[config.mk]
export PLATFORM = sky130hd
export DESIGN_NAME = pccard_host_if
export DESIGN_NICKNAME = d
export VERILOG_FILES = /design/src/rtl/pcc_pkg.sv /design/src/rtl/pcc_sync.sv /design/src/rtl/pcc_decode.sv /design/src/rtl/pcc_lanes.sv /design/src/rtl/pccard_host_if.sv
export SDC_FILE = /design/constraint.sdc
export NUM_CORES = 1
export LEC_CHECK = 0
export BUFFER_PORTS_ARGS = -buffer_cell sky130_fd_sc_hd__buf_2
export CAP_MARGIN = 30
export CORE_MARGIN = 2
export CORE_UTILIZATION = 38
export CTS_BUF_LIST = sky130_fd_sc_hd__clkbuf_4 sky130_fd_sc_hd__clkbuf_8
export DETAILED_ROUTE_END_ITERATION = 10
export HOLD_SLACK_MARGIN = 0.08
export PLACE_DENSITY_LB_ADDON = 0.05
export RECOVER_POWER = 100
export SLEW_MARGIN = 30
export SYNTH_ARGS = -nofsm -noshare
export SYNTH_HDL_FRONTEND = slang
export SYNTH_SLANG_ARGS = --single-unit
[constraint.sdc]
create_clock -name clk -period 4.75 [get_ports clk]
set_input_delay 0.475 -clock clk [delete_from_list [all_inputs] [get_ports clk]]
set_output_delay 0.475 -clock clk [all_outputs]
set_load 0.005 [all_outputs]
[src/rtl/pcc_pkg.sv]
package pcc_pkg;

    typedef enum logic [1:0] {
        SP_COMMON = 2'b00,
        SP_ATTR   = 2'b01,
        SP_IO     = 2'b10
    } space_e;

    typedef enum logic [1:0] {
        ST_IDLE,
        ST_BUSY,
        ST_HOLD
    } state_e;

endpackage

[src/rtl/pcc_sync.sv]
module pcc_sync #(
    parameter int W = 7
) (
    input  logic         clk,
    input  logic         rst_n,
    input  logic [W-1:0] d,
    output logic [W-1:0] q
);
    // Two flops per bit; inactive (high) after reset.
    for (genvar i = 0; i < W; i++) begin : g_bit
        logic [1:0] ff_q;
        always_ff @(posedge clk or negedge rst_n) begin
            if (!rst_n) ff_q <= 2'b11;
            else        ff_q <= {ff_q[0], d[i]};
        end
        assign q[i] = ff_q[1];
    end
endmodule

[src/rtl/pcc_decode.sv]
module pcc_decode
    import pcc_pkg::*;
#(
    parameter int AW           = 17,
    parameter int ATTR_BYTES   = 8192,
    parameter int COMMON_BYTES = 114688
) (
    input  logic [AW-1:0] addr,
    input  logic          ce1_n,
    input  logic          ce2_n,
    input  logic          reg_n,
    input  logic          oe_n,
    input  logic          we_n,
    input  logic          iord_n,
    input  logic          iowr_n,
    output logic          hit,
    output space_e        space,
    output logic          is_write,
    output logic [1:0]    be
);
    localparam logic [AW:0] ATTR_LIM   = ATTR_BYTES[AW:0];
    localparam logic [AW:0] COMMON_LIM = COMMON_BYTES[AW:0];

    logic mem_rd, mem_wr, io_rd, io_wr, any_ce, range_ok;

    always_comb begin
        mem_rd   = ~oe_n;
        mem_wr   = ~we_n;
        io_rd    = ~iord_n & ~reg_n;
        io_wr    = ~iowr_n & ~reg_n;
        any_ce   = ~ce1_n | ~ce2_n;
        if (io_rd | io_wr) begin
            space    = SP_IO;
            range_ok = 1'b1;
            is_write = io_wr & ~io_rd;
        end else begin
            space    = reg_n ? SP_COMMON : SP_ATTR;
            range_ok = reg_n ? ({1'b0, addr} < COMMON_LIM) : ({1'b0, addr} < ATTR_LIM);
            is_write = mem_wr & ~mem_rd;
        end
        hit = any_ce & (io_rd | io_wr | mem_rd | mem_wr) & range_ok;
        if (~ce1_n & ~ce2_n) be = 2'b11;
        else if (~ce1_n)     be = addr[0] ? 2'b10 : 2'b01;
        else                 be = 2'b10;
    end
endmodule

[src/rtl/pcc_lanes.sv]
module pcc_lanes #(
    parameter int DW = 16
) (
    input  logic          lo_en,
    input  logic          hi_en,
    input  logic [DW-1:0] hd_in,
    input  logic [1:0]    rd_be,
    input  logic [DW-1:0] rdata,
    output logic [DW-1:0] wdata,
    output logic [DW-1:0] hd_out
);
    localparam int BW = DW / 2;

    always_comb begin
        if (lo_en && hi_en) wdata = hd_in;
        else if (lo_en)     wdata = {hd_in[BW-1:0], hd_in[BW-1:0]};
        else                wdata = {hd_in[DW-1:BW], hd_in[DW-1:BW]};
        // A lone odd byte on the low lane comes from the upper half of the word.
        hd_out = {rdata[DW-1:BW], (rd_be == 2'b10) ? rdata[DW-1:BW] : rdata[BW-1:0]};
    end
endmodule

[src/rtl/pccard_host_if.sv]
module pccard_host_if
    import pcc_pkg::*;
#(
    parameter int AW           = 17,
    parameter int DW           = 16,
    parameter int ATTR_BYTES   = 8192,
    parameter int COMMON_BYTES = 114688
) (
    input  logic          clk,
    input  logic          rst_n,
    input  logic [AW-1:0] host_addr,
    input  logic          ce1_n,
    input  logic          ce2_n,
    input  logic          reg_n,
    input  logic          oe_n,
    input  logic          we_n,
    input  logic          iord_n,
    input  logic          iowr_n,
    input  logic [DW-1:0] hd_in,
    output logic [DW-1:0] hd_out,
    output logic          hd_oe_lo,
    output logic          hd_oe_hi,
    output logic          inpack_n,
    output logic          iois16_n,
    output logic          wait_n,
    output logic          req_valid,
    output logic          req_write,
    output logic [1:0]    req_space,
    output logic [AW-1:0] req_addr,
    output logic [1:0]    req_be,
    output logic [DW-1:0] req_wdata,
    input  logic [DW-1:0] req_rdata,
    input  logic          req_ready
);
    localparam int NSYNC = 7;

    typedef struct packed {
        state_e        st;
        space_e        space;
        logic          wr;
        logic [1:0]    be;
        logic          lane_lo;
        logic          lane_hi;
        logic          wait_n;
        logic [AW-1:0] addr;
        logic [DW-1:0] wdata;
        logic [DW-1:0] rdata;
    } regs_t;

    regs_t q, d;

    logic [NSYNC-1:0] raw_s, syn_s;
    logic s_ce1, s_ce2, s_reg, s_oe, s_we, s_iord, s_iowr;
    logic dec_hit, dec_wr, strobe_on, rd_raw, drive;
    space_e dec_space;
    logic [1:0]    dec_be;
    logic [DW-1:0] pack_wdata;

    assign raw_s = {ce1_n, ce2_n, reg_n, oe_n, we_n, iord_n, iowr_n};
    assign {s_ce1, s_ce2, s_reg, s_oe, s_we, s_iord, s_iowr} = syn_s;

    pcc_sync #(.W(NSYNC)) u_sync (
        .clk(clk), .rst_n(rst_n), .d(raw_s), .q(syn_s)
    );

    pcc_decode #(.AW(AW), .ATTR_BYTES(ATTR_BYTES), .COMMON_BYTES(COMMON_BYTES)) u_decode (
        .addr(host_addr), .ce1_n(s_ce1), .ce2_n(s_ce2), .reg_n(s_reg),
        .oe_n(s_oe), .we_n(s_we), .iord_n(s_iord), .iowr_n(s_iowr),
        .hit(dec_hit), .space(dec_space), .is_write(dec_wr), .be(dec_be)
    );

    pcc_lanes #(.DW(DW)) u_lanes (
        .lo_en(~s_ce1), .hi_en(~s_ce2), .hd_in(hd_in), .rd_be(q.be),
        .rdata(q.rdata), .wdata(pack_wdata), .hd_out(hd_out)
    );

    // Synchronized strobe of the cycle in progress.
    always_comb begin
        if (q.space == SP_IO) strobe_on = q.wr ? ~s_iowr : ~s_iord;
        else                  strobe_on = q.wr ? ~s_we   : ~s_oe;
    end

    always_comb begin
        d = q;
        case (q.st)
            ST_IDLE: if (dec_hit) begin
                d.st      = ST_BUSY;
                d.space   = dec_space;
                d.wr      = dec_wr;
                d.be      = dec_be;
                d.lane_lo = ~s_ce1;
                d.lane_hi = ~s_ce2;
                d.wait_n  = 1'b0;
                d.addr    = {host_addr[AW-1:1], 1'b0};
                d.wdata   = pack_wdata;
            end
            ST_BUSY: if (req_ready) begin
                d.st     = ST_HOLD;
                d.wait_n = 1'b1;
                if (!q.wr) d.rdata = req_rdata;
            end
            ST_HOLD: if (!strobe_on) d.st = ST_IDLE;
            default: d.st = ST_IDLE;
        endcase
    end

    always_ff @(posedge clk or negedge rst_n) begin
        if (!rst_n) begin
            q        <= '0;
            q.st     <= ST_IDLE;
            q.space  <= SP_COMMON;
            q.wait_n <= 1'b1;
        end else begin
            q <= d;
        end
    end

    // Lane drive follows the raw read strobe so the bus is released at once.
    assign rd_raw    = (q.space == SP_IO) ? ~iord_n : ~oe_n;
    assign drive     = (q.st != ST_IDLE) & ~q.wr & rd_raw;
    assign hd_oe_lo  = drive & q.lane_lo;
    assign hd_oe_hi  = drive & q.lane_hi;
    assign inpack_n  = ~(drive & (q.space == SP_IO));
    assign iois16_n  = ~((q.st != ST_IDLE) & (q.space == SP_IO) & q.lane_lo & q.lane_hi);
    assign wait_n    = q.wait_n;
    assign req_valid = (q.st == ST_BUSY);
    assign req_write = q.wr;
    assign req_space = q.space;
    assign req_addr  = q.addr;
    assign req_be    = q.be;
    assign req_wdata = q.wdata;
endmodule

==> impl_metrics.toml, run 1 <==
[synthesis]
synth_largest_area_cell = "dfrtp_1"
synth_common_cells = "57 x dfrtp_1, 46 x buf_4, 41 x mux2_2, 30 x mux2_4, 15 x dfstp_2"
syn-num-nets = 310
yosysMostFrequentCell = "dfrtp_1"
yosysUniqueCellTypes = 31
synth_seq_cells = 72
netlist_instances = 251
yosysSeqAreaShare = 0.5221
async_flop_share = 1.000
ys.warnings.count = 0
synth-edff-count = 0
syn-mean-instance-area_um2 = 13.89
synth_area_um2 = 3487
synth.area.top_cells = "dfrtp_1 41%, mux2_2 13%, mux2_4 13%, dfstp_2 11%, buf_4 9.9%"
yosysTopAreaCellShare = 0.4090
ys.flop_type = "dfrtp_1"

[global_routing]
grt_pass1_vias = 1947
grtUsageTotal = 0.1348
grt_first_pass_wirelength_um = 10150
antenna_found_initial = 0
grt-ovfl-total = 0
grt_start_max_net_pins = 73

[setup_path]
reg2reg_from = "u_sync.g_bit[6].ff_q[1]$_DFF_PN1_"
path_class = "reg2reg"
cp-start-kind = "flop"
rr_worst_depth = 5
r2r_end = "req_wdata[1]$_DFFE_PN0P_"
crit_path_top_delay_cell = "a21oi_1"
ff2ff_setup_slack_ns = 1.51
end_kind = "flop"
crit_arrival_ns = 3.45
required_ns = 4.96
slowest_delay_ns = 1.09
crit_fanout = 28
crit_path_cell_trace = "a211oi_1 -> o21ai_0 -> a21oi_1 -> buf_4 -> mux2_1"

[clock_tree]
cts.clk_slew.worst_paths_ns = 0.08
ctsHtreeMaxLevel = 3
cts_resized = 0
cts_tree = "built"
cts_root_buffer = "clkbuf_8"
cts-buffers-inserted = 9
cts_sinks = 72
clk_latency_ns = 0.34
hold_buffers = 0
post_cts_buffers = 0
cts_buffer_depth = 2

[run_status]
status = "finished, final reports clean"

[die]
initial_core_util = 0.3960
die-area_um2 = 9959
die-width_um = 99.80
num_rows = 34
top_level_ports = 119
core_um2 = 8806
dieHeight_um = 99.80

[run]
maxCapViolCount = 0

[routing]
vias_per_cell = 4.555
route.detailed.drc = 0
routed_wl_um = 6526
initialDrtViolationCount = 38
antenna_left = 0
first_pass_iters = 4
vias = 2004
wl_per_cell_um = 14.83

[timing]
whs_ns = 0.1315
rsz0062_at_grt = "no"
setup_viol_count_final = 0
max_freq_mhz = 308.5
fin_crit_sh = 0.6825
relSlewSlack = 0.05531
period_needed_ns = 3.242
final_hold_viol_count = 0
setup_tns_ns = 0
slew_viol_final = 0
skew_ns = 0.01498
tightest_slew_ns = 1.417

[power]
ir_drop_mv = 0.1881
power_mw = 2.468
cellLeakagePower_nw = 1.818
powerDensity_nw_per_um2 = 628.6

[place]
gp_congestion = 0.7441
dpl_cell_area_um2 = 3816
place.port_buffers = 117
dpl.hpwl_um = 4487

[cells_and_area]
n_antenna_cell = 0
fin_area_um2 = 3926
fin_nets = 386
syn_to_final_growth_pct = 12.59
layout-drive-gt1-share = 0.5241

[min_path]
hp-class = "in2async"
==> metal layers <==
layer | vias up | track usage | part of all wire
met5 | - | 0 | 0
met4 | 0 | 0.07271 | 0.011
met2 | 81 | 0.1913 | 0.43
met3 | 8 | 0.03203 | 0.070
li1 | 968 | - | -
met1 | 947 | 0.1906 | 0.49
==> worst max-delay path, delay by kind of cell, from the launching register on <==
family                 cells  cell delay, ns
muxes                      1            0.37
buffers and inverters      1            0.53
DFF                        1            0.54
AOI/OAI and AO/OA          3            1.66
==> layout by cell type, fill, tap and decap left out, types with 2 or more instances in the layout <==
cell type and n:
mux2_2 43, mux2_1 26, dfrtp_1 57, nor4_1 2
o21ai_0 5, clkbuf_1 21, buf_2 93, dfstp_2 13
buf_1 2, clkbuf_8 9, mux2i_1 3, mux2_4 6
inv_1 8, o22ai_1 2, a21oi_1 4, nor2_1 4
nand2b_1 2, nand2_1 9, or4_1 2, dfstp_1 2
bufinv_16 3
==> cell families after synthesis <==
kind of cell / synth area share
other cells: 0.001075
compound gates: 0.02835
simple gates: 0.03516
buf+inv: 0.1238
flops: 0.5221
mux: 0.2896
==> sequential cells by signal, summed over array words and instances (netlist names) <==
signal / cells
req_wdata: 16
req_space: 2
q: 20
u_sync.g_bit.ff_q: 14
req_write: 1
req_be: 2
req_addr: 16
wait_n: 1
==> worst max path at each step <==
stage	from	endpoint	slack [ns]	cells after the start
floorplan	host_addr[16]	req_addr[10]$_DFFE_PN0P_	2.86	5
global placement	host_addr[16]	req_write$_DFFE_PN0P_	2.02	6
detailed placement	host_addr[16]	req_write$_DFFE_PN0P_	1.97	6
CTS	u_sync.g_bit[6].ff_q[1]$_DFF_PN1_	req_write$_DFFE_PN0P_	2.09	5
global route	u_sync.g_bit[6].ff_q[1]$_DFF_PN1_	req_wdata[4]$_DFFE_PN0P_	1.18	5
finish	u_sync.g_bit[6].ff_q[1]$_DFF_PN1_	req_wdata[1]$_DFFE_PN0P_	1.51	5
==> where the power goes <==
group          total [mW]  internal (mW)  switching [mW]
registers            1.02          0.875           0.146
clock network       0.578          0.353           0.225
logic               0.869          0.491           0.378
total                2.47           1.72           0.749
==> area by class of cell <==
type,instances,area (um2)
Sequential cell,72,1821
Fill cell,858,4880
Timing Repair Buffer,118,570.5
Clock inverter,6,107.6
Clock buffer,10,131.4
Tap cell,108,135.1
Multi-Input combinational cell,118,1131
Inverter,8,30.03
==> metrics by stage <==
step	worst slack [ns]	cells	util
finish	1.508	440	0.4459
global route	1.178	440	0.4459
CTS	2.090	440	0.4605
detailed placement	1.966	424	0.4334
global placement	2.020	424	0.4334
floorplan	2.860	251	-
Note: power is estimated with default switching activity, not from simulation.
==> run 2: changes to the inputs <==
Settings changed: ABC_AREA from default to 1.
Clock period 4.75 ns to 2.7 ns, I/O delays scaled along.
==> impl_metrics.toml, run 2 <==
[run_status]
status = "finished, final reports clean"

[routing]
routed_wl_um = 7874
route.detailed.drc = 0
wl_per_cell_um = 12.50
vias = 2793
antenna_left = 0
vias_per_cell = 4.433
initialDrtViolationCount = 94
first_pass_iters = 4

[timing]
tightest_slew_ns = 0.7339
slew_viol_final = 0
setup_tns_ns = 0
final_hold_viol_count = 0
setup_viol_count_final = 0
max_freq_mhz = 523.4
period_needed_ns = 1.911
skew_ns = 0.006314
relSlewSlack = 0.5107
fin_crit_sh = 0.7077
rsz0062_at_grt = "no"
whs_ns = 0.1508

[cells_and_area]
layout_common_cells = "158 x nand2_1, 82 x buf_2, 57 x dfrtp_1, 46 x nand3_1, 33 x clkbuf_1"
fillers = 964
max_flop_register = "q"
fin_nets = 555
syn_to_final_growth_pct = 15.04
stdcell_count = 630
final_common_cell = "nand2_1"
layout.area.seq_um2 = 1821
fin_area_um2 = 4154
multi_input_area_um2 = 1170
largest_reg_flops = 20
n_antenna_cell = 0
layout-drive-gt1-share = 0.2894

[synthesis]
synth.area.top_cells = "dfrtp_1 40%, nand2_1 15%, dfstp_2 11%, buf_4 9.8%, nand3_1 6.5%"
synth_common_cells = "144 x nand2_1, 57 x dfrtp_1, 47 x buf_4, 47 x nand3_1, 30 x inv_1"
yosysUniqueCellTypes = 22
async_flop_share = 1.000
synth_seq_cells = 72
yosysSeqAreaShare = 0.5042
syn-num-nets = 479
netlist_instances = 420
synth-edff-count = 0
synth_largest_area_cell = "dfrtp_1"
yosysMostFrequentCell = "nand2_1"
synth_area_um2 = 3611
ys.flop_type = "dfrtp_1"
yosysTopAreaCellShare = 0.3950
syn-mean-instance-area_um2 = 8.598
ys.warnings.count = 0

[run]
maxCapViolCount = 0

[global_routing]
grt_start_max_net_pins = 73
grt-ovfl-total = 0
grt_first_pass_wirelength_um = 12920
grtUsageTotal = 0.1608
grt_pass1_vias = 2697
antenna_found_initial = 0

[clock_tree]
clk_latency_ns = 0.34
cts-buffers-inserted = 9
cts.clk_slew.worst_paths_ns = 0.07
ctsHtreeMaxLevel = 3
cts_root_buffer = "clkbuf_8"
hold_buffers = 7
cts_sinks = 72
cts_tree = "built"
post_cts_buffers = 0
cts_buffer_depth = 2
cts_resized = 0

[power]
cellLeakagePower_nw = 2.270
power_mw = 4.189
ir_drop_mv = 0.3818
powerDensity_nw_per_um2 = 1008

[setup_path]
required_ns = 2.43
path_class = "reg2out"
end_kind = "output port"
cp-start-kind = "flop"
crit_fanout = 8
crit_arrival_ns = 1.64

[die]
dieHeight_um = 101.5
die-width_um = 101.5
die-area_um2 = 10300
top_level_ports = 119
num_rows = 35
core_um2 = 9240
initial_core_util = 0.3908

[place]
place.port_buffers = 117
post-place-cells = 605
dpl_cell_area_um2 = 3921
gp_congestion = 0.7647
dpl.hpwl_um = 5213

[min_path]
hp-class = "in2reg"
[run 2: worst paths after layout]
| path | start | cells after the start | slack, ns | end |
|---|---|---|---|---|
| max in group asynchronous | rst_n | 2 | 1.71 | q[0]$_DFFE_PN0P_ |
| min | req_ready | 2 | 0.15 | q[57]$_DFFE_PN0P_ |
| min in group asynchronous | rst_n | 2 | 0.48 | req_wdata[9]$_DFFE_PN0P_ |
| max reg2reg | u_sync.g_bit[1].ff_q[1]$_DFF_PN1_ | 7 | 0.81 | req_wdata[14]$_DFFE_PN0P_ |
| min reg2reg | u_sync.g_bit[3].ff_q[0]$_DFF_PN1_ | 0 | 0.36 | u_sync.g_bit[3].ff_q[1]$_DFF_PN1_ |
| max | req_be[0]$_DFFE_PN0P_ | 4 | 0.79 | hd_out[1] |
[run 2: where the power goes]
| group | internal [mW] | switching (mW) |
|---|---|---|
| clock | 0.496 | 0.388 |
| combinational | 0.658 | 0.871 |
| sequential | 1.51 | 0.262 |
[run 2: cell type report]
class / instances / area share
flip-flops and latches: 72 / 0.4383
multi-input cells: 251 / 0.2816
repair buffers: 127 / 0.1599
clock buffers: 13 / 0.04006
well taps: 129 / 0.03886
inverters: 35 / 0.03163
clock inverters: 3 / 0.009639
[run 2: worst max-delay path: stages, from the launching register on]
cell and delay, ns:
dfrtp_1 0.38, inv_1 0.05, nand2_1 0.35, mux2_2 0.39, buf_2 0.13
[run 2: logic make-up after synthesis]
group                  count (synthesis)  synth area share
AND/OR/NAND/NOR                      221            0.2592
buffers and inverters                 97            0.1629
flip-flops                            72            0.5042
AO/OA/AOI/OAI                         21           0.04781
multiplexers                           8           0.02495
other                                  1          0.001039
[run 2: stage by stage]
stage / setup slack [ns] / util
4_1_cts: 0.7679 / 0.4543
2_1_floorplan: 1.327 / -
3_5_place_dp: 0.7780 / 0.4244
6_report: 0.7893 / 0.4496
3_3_place_gp: 0.8153 / 0.4244
5_1_grt: 0.6117 / 0.4496
[run 2: layer usage]
layer  global-route usage  share of wire
met1               0.2128           0.48
met2               0.2491           0.44
met3              0.04900          0.065
met4              0.06029          0.015
met5                    0              0
